[src/rtl/xom_pkg.sv]
package xom_pkg;

    localparam int NUM_REGIONS = 4;
    localparam int ADDR_W      = 32;
    localparam int BASE_W      = 24;
    localparam int SIZE_W      = 8;
    localparam int CMD_W       = 7;
    localparam int IDX_W       = $clog2(NUM_REGIONS);

    typedef enum logic [CMD_W-1:0] {
        CMD_READ       = 7'h00,
        CMD_SUM_READ   = 7'h0D,
        CMD_PROGRAM    = 7'h21,
        CMD_PAGE_ERASE = 7'h22,
        CMD_SUM_RUN    = 7'h2D
    } cmd_e;

    typedef struct packed {
        logic [BASE_W-1:0] base;
        logic [SIZE_W-1:0] size;
        logic              active;
    } region_cfg_t;

    typedef struct packed {
        logic             deny;
        logic             hit;
        logic [IDX_W-1:0] idx;
    } verdict_t;

    function automatic logic is_checksum(input logic [CMD_W-1:0] c);
        return (c == CMD_SUM_READ) || (c == CMD_SUM_RUN);
    endfunction

    function automatic logic is_page_erase(input logic [CMD_W-1:0] c);
        return c == CMD_PAGE_ERASE;
    endfunction

endpackage

[src/rtl/xom_region_match.sv]
module xom_region_match #(
    parameter int ADDR_W     = 32,
    parameter int BASE_W     = 24,
    parameter int SIZE_W     = 8,
    parameter int PAGE_SHIFT = 11
) (
    input  logic [ADDR_W-1:0] addr_i,
    input  logic [BASE_W-1:0] base_i,
    input  logic [SIZE_W-1:0] size_i,
    input  logic              active_i,
    output logic              hit_o,
    output logic              at_start_o
);
    localparam int LOW_W = ADDR_W - BASE_W;
    localparam int PAD_W = ADDR_W + 1 - SIZE_W;

    logic [ADDR_W:0] start_x;
    logic [ADDR_W:0] span_x;
    logic [ADDR_W:0] end_x;
    logic [ADDR_W:0] addr_x;

    always_comb begin
        start_x    = {1'b0, base_i, {LOW_W{1'b0}}};
        span_x     = {{PAD_W{1'b0}}, size_i} << PAGE_SHIFT;
        end_x      = start_x + span_x;
        addr_x     = {1'b0, addr_i};
        hit_o      = active_i && (size_i != '0) &&
                     (addr_x >= start_x) && (addr_x < end_x);
        at_start_o = (addr_x == start_x);
    end

endmodule

[src/rtl/xom_prio_pick.sv]
module xom_prio_pick #(
    parameter int N     = 4,
    parameter int IDX_W = $clog2(N)
) (
    input  logic [N-1:0]     req_i,
    output logic             any_o,
    output logic [IDX_W-1:0] idx_o
);
    always_comb begin
        any_o = |req_i;
        idx_o = '0;
        for (int i = N - 1; i >= 0; i--) begin
            if (req_i[i]) idx_o = i[IDX_W-1:0];
        end
    end
endmodule

[src/rtl/xom_erase_status.sv]
module xom_erase_status (
    input  logic clk,
    input  logic rst,
    input  logic pe_seen_i,
    input  logic pe_denied_i,
    output logic fail_o
);
    always_ff @(posedge clk) begin
        if (rst)            fail_o <= 1'b0;
        else if (pe_seen_i) fail_o <= pe_denied_i;
    end

    a_r8_fail_follows: assert property (@(posedge clk) disable iff (rst)
        pe_seen_i |=> (fail_o == $past(pe_denied_i)));

    a_r8_fail_holds: assert property (@(posedge clk) disable iff (rst)
        !pe_seen_i |=> $stable(fail_o));

endmodule

[src/rtl/xom_access_guard.sv]
module xom_access_guard
    import xom_pkg::*;
#(
    parameter int PAGE_BYTES = 2048
) (
    input  logic                          clk,
    input  logic                          rst,
    input  logic                          req_valid_i,
    input  logic [CMD_W-1:0]              req_cmd_i,
    input  logic [ADDR_W-1:0]             req_addr_i,
    input  logic [NUM_REGIONS*BASE_W-1:0] region_base_i,
    input  logic [NUM_REGIONS*SIZE_W-1:0] region_size_i,
    input  logic [NUM_REGIONS-1:0]        region_active_i,
    output logic                          deny_o,
    output logic                          hit_valid_o,
    output logic [IDX_W-1:0]              hit_idx_o,
    output logic                          erase_fail_o
);
    localparam int PAGE_SHIFT = $clog2(PAGE_BYTES);

    region_cfg_t            cfg [NUM_REGIONS];
    logic [NUM_REGIONS-1:0] hit_vec;
    logic [NUM_REGIONS-1:0] start_vec;
    logic                   any_hit;
    logic [IDX_W-1:0]       sel_idx;
    verdict_t               verdict;
    logic                   pe_seen;

    for (genvar g = 0; g < NUM_REGIONS; g++) begin : g_region
        always_comb begin
            cfg[g].base   = region_base_i[g*BASE_W +: BASE_W];
            cfg[g].size   = region_size_i[g*SIZE_W +: SIZE_W];
            cfg[g].active = region_active_i[g];
        end

        xom_region_match #(
            .ADDR_W    (ADDR_W),
            .BASE_W    (BASE_W),
            .SIZE_W    (SIZE_W),
            .PAGE_SHIFT(PAGE_SHIFT)
        ) u_match (
            .addr_i    (req_addr_i),
            .base_i    (cfg[g].base),
            .size_i    (cfg[g].size),
            .active_i  (cfg[g].active),
            .hit_o     (hit_vec[g]),
            .at_start_o(start_vec[g])
        );
    end

    xom_prio_pick #(
        .N    (NUM_REGIONS),
        .IDX_W(IDX_W)
    ) u_pick (
        .req_i(hit_vec),
        .any_o(any_hit),
        .idx_o(sel_idx)
    );

    always_comb begin
        verdict.hit  = req_valid_i && any_hit;
        verdict.idx  = verdict.hit ? sel_idx : '0;
        verdict.deny = verdict.hit && !is_checksum(req_cmd_i) &&
                       !(is_page_erase(req_cmd_i) && start_vec[sel_idx]);
        pe_seen      = verdict.hit && is_page_erase(req_cmd_i);
    end

    assign deny_o      = verdict.deny;
    assign hit_valid_o = verdict.hit;
    assign hit_idx_o   = verdict.idx;

    xom_erase_status u_status (
        .clk        (clk),
        .rst        (rst),
        .pe_seen_i  (pe_seen),
        .pe_denied_i(verdict.deny),
        .fail_o     (erase_fail_o)
    );

    a_r3_deny_needs_hit: assert property (@(posedge clk) disable iff (rst)
        deny_o |-> hit_valid_o);

    a_r4_checksum_passes: assert property (@(posedge clk) disable iff (rst)
        (req_valid_i && is_checksum(req_cmd_i)) |-> !deny_o);

    a_r1_hit_is_active: assert property (@(posedge clk) disable iff (rst)
        hit_valid_o |-> region_active_i[hit_idx_o]);

    a_r7_idle_quiet: assert property (@(posedge clk) disable iff (rst)
        !req_valid_i |-> (!deny_o && !hit_valid_o && hit_idx_o == '0));

endmodule

[config.mk]
export PLATFORM = sky130hd
export DESIGN_NAME = xom_access_guard
export DESIGN_NICKNAME = d
export VERILOG_FILES = /design/src/rtl/xom_pkg.sv /design/src/rtl/xom_region_match.sv /design/src/rtl/xom_prio_pick.sv /design/src/rtl/xom_erase_status.sv /design/src/rtl/xom_access_guard.sv
export SDC_FILE = /design/constraint.sdc
export NUM_CORES = 1
export LEC_CHECK = 0
export BUFFER_PORTS_ARGS = -buffer_cell sky130_fd_sc_hd__buf_2
export CAP_MARGIN = 20
export CORE_MARGIN = 5
export CORE_UTILIZATION = 61
export CTS_BUF_LIST = sky130_fd_sc_hd__clkbuf_8
export DETAILED_ROUTE_END_ITERATION = 10
export PLACE_DENSITY = 0.9
export SETUP_SLACK_MARGIN = 0.4
export SYNTH_ARGS = -nofsm -noshare
export SYNTH_HDL_FRONTEND = slang
export SYNTH_HIERARCHICAL = 1
export SYNTH_SLANG_ARGS = --single-unit
export TNS_END_PERCENT = 1
[constraint.sdc]
create_clock -name clk -period 12.4 [get_ports clk]
set_clock_uncertainty 0.1 [all_clocks]
set_input_delay 1.24 -clock clk [delete_from_list [all_inputs] [get_ports clk]]
set_output_delay 1.24 -clock clk [all_outputs]
set_load 0.02 [all_outputs]
==> results of run 1 <==
## worst max path at each step
stage | start | to | slack (ps)
finish | region_base_i[75] | deny_o | 5360
floorplan | region_base_i[27] | deny_o | 6100
global placement | region_base_i[27] | deny_o | 5530
detailed placement | region_base_i[75] | deny_o | 5440
global route | region_base_i[75] | deny_o | 5020
CTS | region_base_i[75] | deny_o | 5410
## per-stage QoR
step | worst slack (ps) | instances
detailed placement | 5440 | 1229
floorplan | 6100 | 909
global route | 5020 | 1229
finish | 5360 | 1229
CTS | 5410 | 1229
global placement | 5530 | 1229
## cell usage in the layout (no fill, tap or decap), types with 8 or more instances in the layout
| master | n |
|---|---|
| xnor2_1 | 60 |
| ha_1 | 212 |
| a21oi_1 | 80 |
| a211oi_1 | 13 |
| nor2_1 | 44 |
| nor3_1 | 20 |
| o21a_1 | 10 |
| nor4_2 | 9 |
| o21ai_0 | 35 |
| xor2_1 | 12 |
| o21ai_1 | 8 |
| a21o_1 | 27 |
| nor4_1 | 13 |
| nand4_1 | 34 |
| and4_1 | 10 |
| o211ai_1 | 10 |
| inv_1 | 115 |
| buf_2 | 178 |
| nand3_1 | 23 |
| nand2_1 | 54 |
## power groups by stage
stage | sequential [mW] | combinational, mW | clock [mW]
2_1_floorplan | 0.00329 | 0.215 | 0
3_3_place_gp | 0.00329 | 0.307 | 0
3_5_place_dp | 0.00329 | 0.317 | 0
4_1_cts | 0.00329 | 0.319 | 0
5_1_grt | 0.00329 | 0.365 | 0
6_report | 0.00329 | 0.323 | 0
## area by class of cell
type	instances	area share, %
tap	143	2.19
sequential	1	0.245
timing repair buffer	178	10.9
inverter	118	5.43
multi-input combinational	789	81.2
## critical path: cells and delay by family
| kind | cells | cell delay (ps) |
|---|---|---|
| and+or+nand+nor | 8 | 870 |
| AOI/OAI and AO/OA | 7 | 1610 |
| adders and majority gates | 3 | 970 |
| muxes | 1 | 550 |
| xor gates and xnor gates | 1 | 150 |
| buffers and inverters | 2 | 290 |
## synthesized netlist by cell type (all sizes together), types with 2 or more instances
cell type / instances / area share (%)
a21boi: 5 / 0.53
a41oi: 3 / 0.37
nor3: 23 / 1.8
a21oi: 84 / 6.5
nand3b: 5 / 0.71
o21ai: 44 / 3.2
a2111oi: 6 / 1.1
nand3: 24 / 1.8
ha: 212 / 37
nor3b: 9 / 1.4
inv: 118 / 6.2
xnor2: 60 / 7.4
o22ai: 3 / 0.26
o21bai: 3 / 0.32
nand4: 37 / 3.5
a311oi: 2 / 0.25
nor4: 25 / 3.6
o211ai: 10 / 1.1
a211oi: 16 / 1.9
o21a: 10 / 1.1
or4: 7 / 0.90
nor4b: 3 / 0.37
and2: 5 / 0.44
a21o: 27 / 2.9
a31oi: 4 / 0.44
fa: 4 / 1.1
a22o: 4 / 0.49
and3: 8 / 0.72
o211a: 3 / 0.42
a221oi: 3 / 0.37
nor2: 44 / 2.3
o2111a: 4 / 0.63
o31ai: 5 / 1.1
and4: 11 / 1.4
nand2: 54 / 2.9
xor2: 12 / 1.5
nand2b: 2 / 0.18
## per-layer routing
layer	global-route usage, %	routed length, um	vias to the layer above
li1	-	-	3779
met1	36.7	8940	3486
met2	49.5	9750	305
met3	2.16	1450	36
met4	5.23	418	0
met5	0	0	-
## cells by family (layout without fill, tap and decap cells)
group	count (synthesis)	after routing	share of synthesized area [%]
xor+xnor	72	72	8.89
mux	2	2	0.458
compound gates	239	239	23.2
fa+ha+maj	216	216	38.5
buf+inv	119	296	6.31
simple gates	260	260	22.3
flops	1	1	0.282
==> qor.csv, run 1 <==
metric,value,unit
Mean Syn Cell Area,7.81,um2
switching power total,0.183,mW
switch share,56.1,%
count of cell types in the netlist,67,
Pleak,4.18,nW
DR WL/cell,16.7,um
Die Y,118,um
hold-fix buffers at CTS,0,
Final Max Slew Viols,0,
initial antenna violation count,0,
"EDFF count, synth",0,
total power,0.327,mW
Synth Cell Area,7100,um2
Hold Path Origin,u_status/fail_o,
remaining antenna violation count,0,
Die X,118,um
CP Max Fanout,5,
PostCTS Resize Cnt,0,
"Req. time, crit path",11060,ps
crit end category,output pin,
GRT Total Usage,27.7,%
clk slew on worst S/H paths,0,ps
standard-cell rows,39,
register area share after synthesis,0.282,%
register area,20.0,um2
DP Area,8160,um2
area delta synth->final,15.0,%
Async SR Flop Fraction,0,%
Total Wirelength,20600,um
pin count of the biggest net entering global routing,10,
top_reg_cell synth,dfxtp_1,
# setup viols final,0,
antenna fix cells,0,
fin util,71.5,%
sequential power share,1.0,%
final instance area,8160,um2
vias,7606,
hold depth,2,
vias per cell,6.19,
core area,11400,um2
Port Buffers,178,
Startpoint Class,input port,
die area,13900,um2
CP Cell Sequence,buf_2 > ha_1 > fa_1 > a21o_1 > nand4_1 > nand2_1 > a21oi_1 > nor2_1 > xnor2_1 > ha_1 > a21oi_1 > nand2_1 > nor3_1 > nand3_1 > o22ai_1 > o2111a_1 > nand2b_1 > a21oi_2 > mux4_2 > nand4_1 > o311a_1 > buf_2,
Pre-Repair DR Iteration Count,6,
crit-path max cell delay,550,ps
largest reg by FF count,u_status/fail_o,
first-pass GRT wire length,33500,um
status,completed,
vias in the first global route,7368,
Gate power share,99.0,%
final setup TNS,0,ps
synthesized instance count,909,
Slew HR,61.0,%
Final Wtd Congestion,0.939,
Initial Util,62.1,%
Hold WC Path Type,register to register,
Peak VDD IR,0.0396,mV
"Warnings, synthesis",6,
number of synthesized register bits,1,
R2R Path End,u_status/fail_o,
RSZ-0062 raised after global routing,no,
MaxCap Viol Count,0,
clk_lat worst skew,0,ps
Power Density,40.0,nW/um2
clock network power share,0,%
hold path endpoint,u_status/fail_o,
Residual DRC,0,
R2R setup slack,11720,ps
min Tclk post-route,7040,ps
multi-input logic area,6630,um2
"Period Utilization, post-route",56.7,%
grt ovf,0,
HPWL after DPL,18300,um
WP data arrival,5700,ps
layout cell share with drive strength beyond 1,20.9,%
"Hold Violations, Final",0,
"Max stage delay cell, worst path",mux4_2,
Worst Tran Pin Value,580,ps
internal power,0.143,mW
fmax,0.142,GHz
Worst R2R Path Depth,2,
biggest regs,u_status/fail_o: 1 flops,
post-CTS setup buffers,0,
syn nets,1299,
Final Hold Slack,398,ps
max reg flops,1,
worst setup path class,input port to output pin,
reg2reg start,u_status/fail_o,
I/O pin cnt,179,
Filler cells,955,
DRT iter0 DRCs,492,
# nets final,1478,
Power figures use the tool's default switching activity.
==> run 2: changes to the inputs <==
Settings changed: ABC_AREA set to 1, CORE_UTILIZATION 61 to 58, PLACE_DENSITY 0.9 to 0.85.
Clock period 12.4 ns to 7.2 ns, I/O delays scaled along.
==> run 2 against run 1 <==
Against the previous run: utilization down 3.0 points; cell area up 6.8%; largest cell class unchanged; combinational power up 78%; worst hold slack worse by 15 ps; register-to-register slack worse by 5200 ps; power up 78%; cell count up 27%; global-route usage down 2.5 points; critical path depth up 1; wire length up 1.1%.
==> qor.csv, run 2 <==
metric,value,unit,change
crit path buf inv count,2,,unchanged
Total Wirelength,20800,um,+1.1%
Filler cells,1205,,+26%
fmax,0.210,GHz,
DRT iter0 DRCs,362,,-26%
DP Worst Slack,2450,ps,-2990 ps
MaxCap Viol Count,0,,unchanged
crit path launch,region_base_i[75],,
hold-fix buffers at CTS,0,,unchanged
"Hold Violations, Final",0,,unchanged
HPWL after DPL,19000,um,+4.1%
crit-path leading delay family,simple AND/OR/NAND/NOR gates,,
biggest regs,u_status/fail_o: 1 flops,,
Synth top area share,34.9,%,-2.5 points
"EDFF count, synth",0,,unchanged
CP Depth,23,,+4.5%
final worst slack,2430,ps,-2940 ps
initial antenna violation count,1,,+1
final instance area,8720,um2,+6.8%
Non-Filler Instances,1563,,+27%
count of cell types in the netlist,29,,-57%
crit end category,output pin,,
multi-input logic area,6900,um2,+4.1%
Initial Util,59.8,%,-2.3 points
CP Cell Sequence,buf_2 > ha_1 > fa_1 > nand3_1 > nand2_1 > nand2_1 > o211ai_2 > nand3_2 > xor2_1 > ha_1 > nand2_1 > o21a_1 > o21ai_0 > a21oi_1 > nor2_1 > nor2_1 > nand2_1 > a21oi_2 > nand2_1 > nand3_2 > nand2_1 > a21oi_1 > buf_2,,
GRT Total Usage,25.2,%,-2.5 points
Pre-Repair DR Iteration Count,5,,-1
pin count of the biggest net entering global routing,9,,-1
post-CTS setup buffers,0,,unchanged
worst setup path class,input port to output pin,,
Worst Tran Pin Value,319,ps,-261 ps
Async SR Flop Fraction,0,%,unchanged
reg2reg start,u_status/fail_o,,
standard-cell rows,41,,+5.1%
vias,8372,,+10%
"Req. time, crit path",6380,ps,-4680 ps
RSZ-0062 raised after global routing,no,,
crit-path most repeated cell,nand2_1,,
I/O pin cnt,179,,unchanged
register area share after synthesis,0.263,%,-0.019 points
remaining antenna violation count,0,,unchanged
DP Area,8720,um2,+6.8%
Hold WC Path Type,register to register,,
syn nets,1603,,+23%
Synth Cell Area,7610,um2,+7.2%
Slew HR,78.4,%,+17 points
vias in the first global route,7927,,+7.6%
Residual DRC,0,,unchanged
top_reg_cell synth,dfxtp_1,,
crit-path max cell delay,420,ps,-130 ps
PostCTS Resize Cnt,0,,unchanged
clk slew on worst S/H paths,0,ps,unchanged
Die Y,125,um,+5.7%
Final Max Slew Viols,0,,unchanged
most frequent cell after synthesis,nand2_1,,
first-pass GRT wire length,33900,um,+1.1%
placed insts,1563,,+27%
grt ovf,0,,unchanged
fin util,68.5,%,-3.0 points
number of synthesized register bits,1,,unchanged
R2R setup slack,6520,ps,-5200 ps
Pleak,5.03,nW,+20%
"Max stage delay cell, worst path",fa_1,,
Peak VDD IR,0.0423,mV,+6.9%
Critical Path End,deny_o,,
Port Buffers,178,,unchanged
most area-consuming cells after synthesis,"ha_1 35%, nand2_1 12%, inv_1 8.9%",,
area delta synth->final,14.5,%,
Final Wtd Congestion,0.963,,+2.6%
Startpoint Class,input port,,
layout cell share with drive strength beyond 1,16.7,%,-4.2 points
synthesized instance count,1213,,+33%
register area,20.0,um2,unchanged
"Warnings, synthesis",6,,unchanged
vias per cell,5.36,,-13%
"commonest non-fill, non-tap cells in the layout","252 x nand2_1, 212 x ha_1, 180 x inv_1, 178 x buf_2, 161 x nor2_1",,
antenna fix cells,0,,unchanged
Mean Syn Cell Area,6.27,um2,-20%
"Period Utilization, post-route",66.3,%,
final setup TNS,0,ps,unchanged
status,completed,,
Final Hold Slack,383,ps,-14.8 ps
total power,0.580,mW,+78%
die area,15500,um2,+12%
max reg flops,1,,unchanged
# setup viols final,0,,unchanged
Synth area leader,ha_1,,
CP Max Fanout,4,,-1
WP data arrival,3950,ps,-1750 ps
Power Density,66.6,nW/um2,+66%
core area,12700,um2,+11%
DR WL/cell,13.3,um,-21%
min Tclk post-route,4770,ps,
Synth top cells by count,"252 x nand2_1, 212 x ha_1, 180 x inv_1",,
# nets final,1783,,+21%
"most common cell after layout, fill and taps aside",nand2_1,,
R2R Path End,u_status/fail_o,,
clk_lat worst skew,0,ps,unchanged
Die X,125,um,+5.7%
largest reg by FF count,u_status/fail_o,,
Worst R2R Path Depth,2,,unchanged
==> run 2: cell count changes in the layout (fill, tap and decap cells not counted), sizes merged, moves of 16 or more <==
cell	before	now
a211oi	16	0
inv	118	184
nor2	44	171
nor4	25	5
o21ai	44	22
xor2	12	71
nand3	24	64
nand2	54	270
a21oi	84	103
xnor2	60	4
a21o	27	4
==> run 2: how the worst min path moves through the flow <==
stage | startpoint | end | slack (ps) | depth (start not counted)
CTS | u_status/fail_o | u_status/fail_o | 390 | 2
detailed placement | u_status/fail_o | u_status/fail_o | 390 | 2
finish | u_status/fail_o | u_status/fail_o | 380 | 2
global route | u_status/fail_o | u_status/fail_o | 400 | 2
floorplan | u_status/fail_o | u_status/fail_o | 490 | 2
global placement | u_status/fail_o | u_status/fail_o | 370 | 2
==> run 2: power breakdown <==
group | switching, mW | internal [mW]
Combinational | 0.337 | 0.238
Sequential | 0.00000493 | 0.00567
Clock | 0 | 0
Total | 0.337 | 0.243
==> run 2: worst reg2reg max path, delay by kind of cell (launching register included) <==
family / cells / cell delay, ps
AND/OR/NAND/NOR: 2 / 180
flip-flops: 1 / 280
==> run 2: kinds of logic (layout without fill, tap and decap cells) <==
| logic type | Yosys count | after routing | share of synthesized area [%] |
|---|---|---|---|
| and+or+nand+nor | 564 | 564 | 32.9 |
| adders and majority gates | 216 | 216 | 35.9 |
| buffers and inverters | 184 | 362 | 9.08 |
| AOI/OAI and AO/OA | 173 | 173 | 13.2 |
| xor gates and xnor gates | 75 | 75 | 8.63 |
| DFF | 1 | 1 | 0.263 |
==> run 2: final cells by class <==
class / count / area share (%)
Inverter: 184 / 7.92
Multi-Input combinational cell: 1028 / 79.2
Sequential cell: 1 / 0.230
Tap cell: 172 / 2.47
Timing Repair Buffer: 178 / 10.2
==> run 2: layer usage <==
metal | wire, um | vias to the layer above | part of all wire [%] | track usage, %
met5 | 9 | - | 0.043 | 0
met4 | 584 | 2 | 2.8 | 6.19
met3 | 1050 | 43 | 5.1 | 2.49
met2 | 10100 | 194 | 49 | 47.5
met1 | 8990 | 3720 | 43 | 30.3
li1 | - | 4413 | - | -
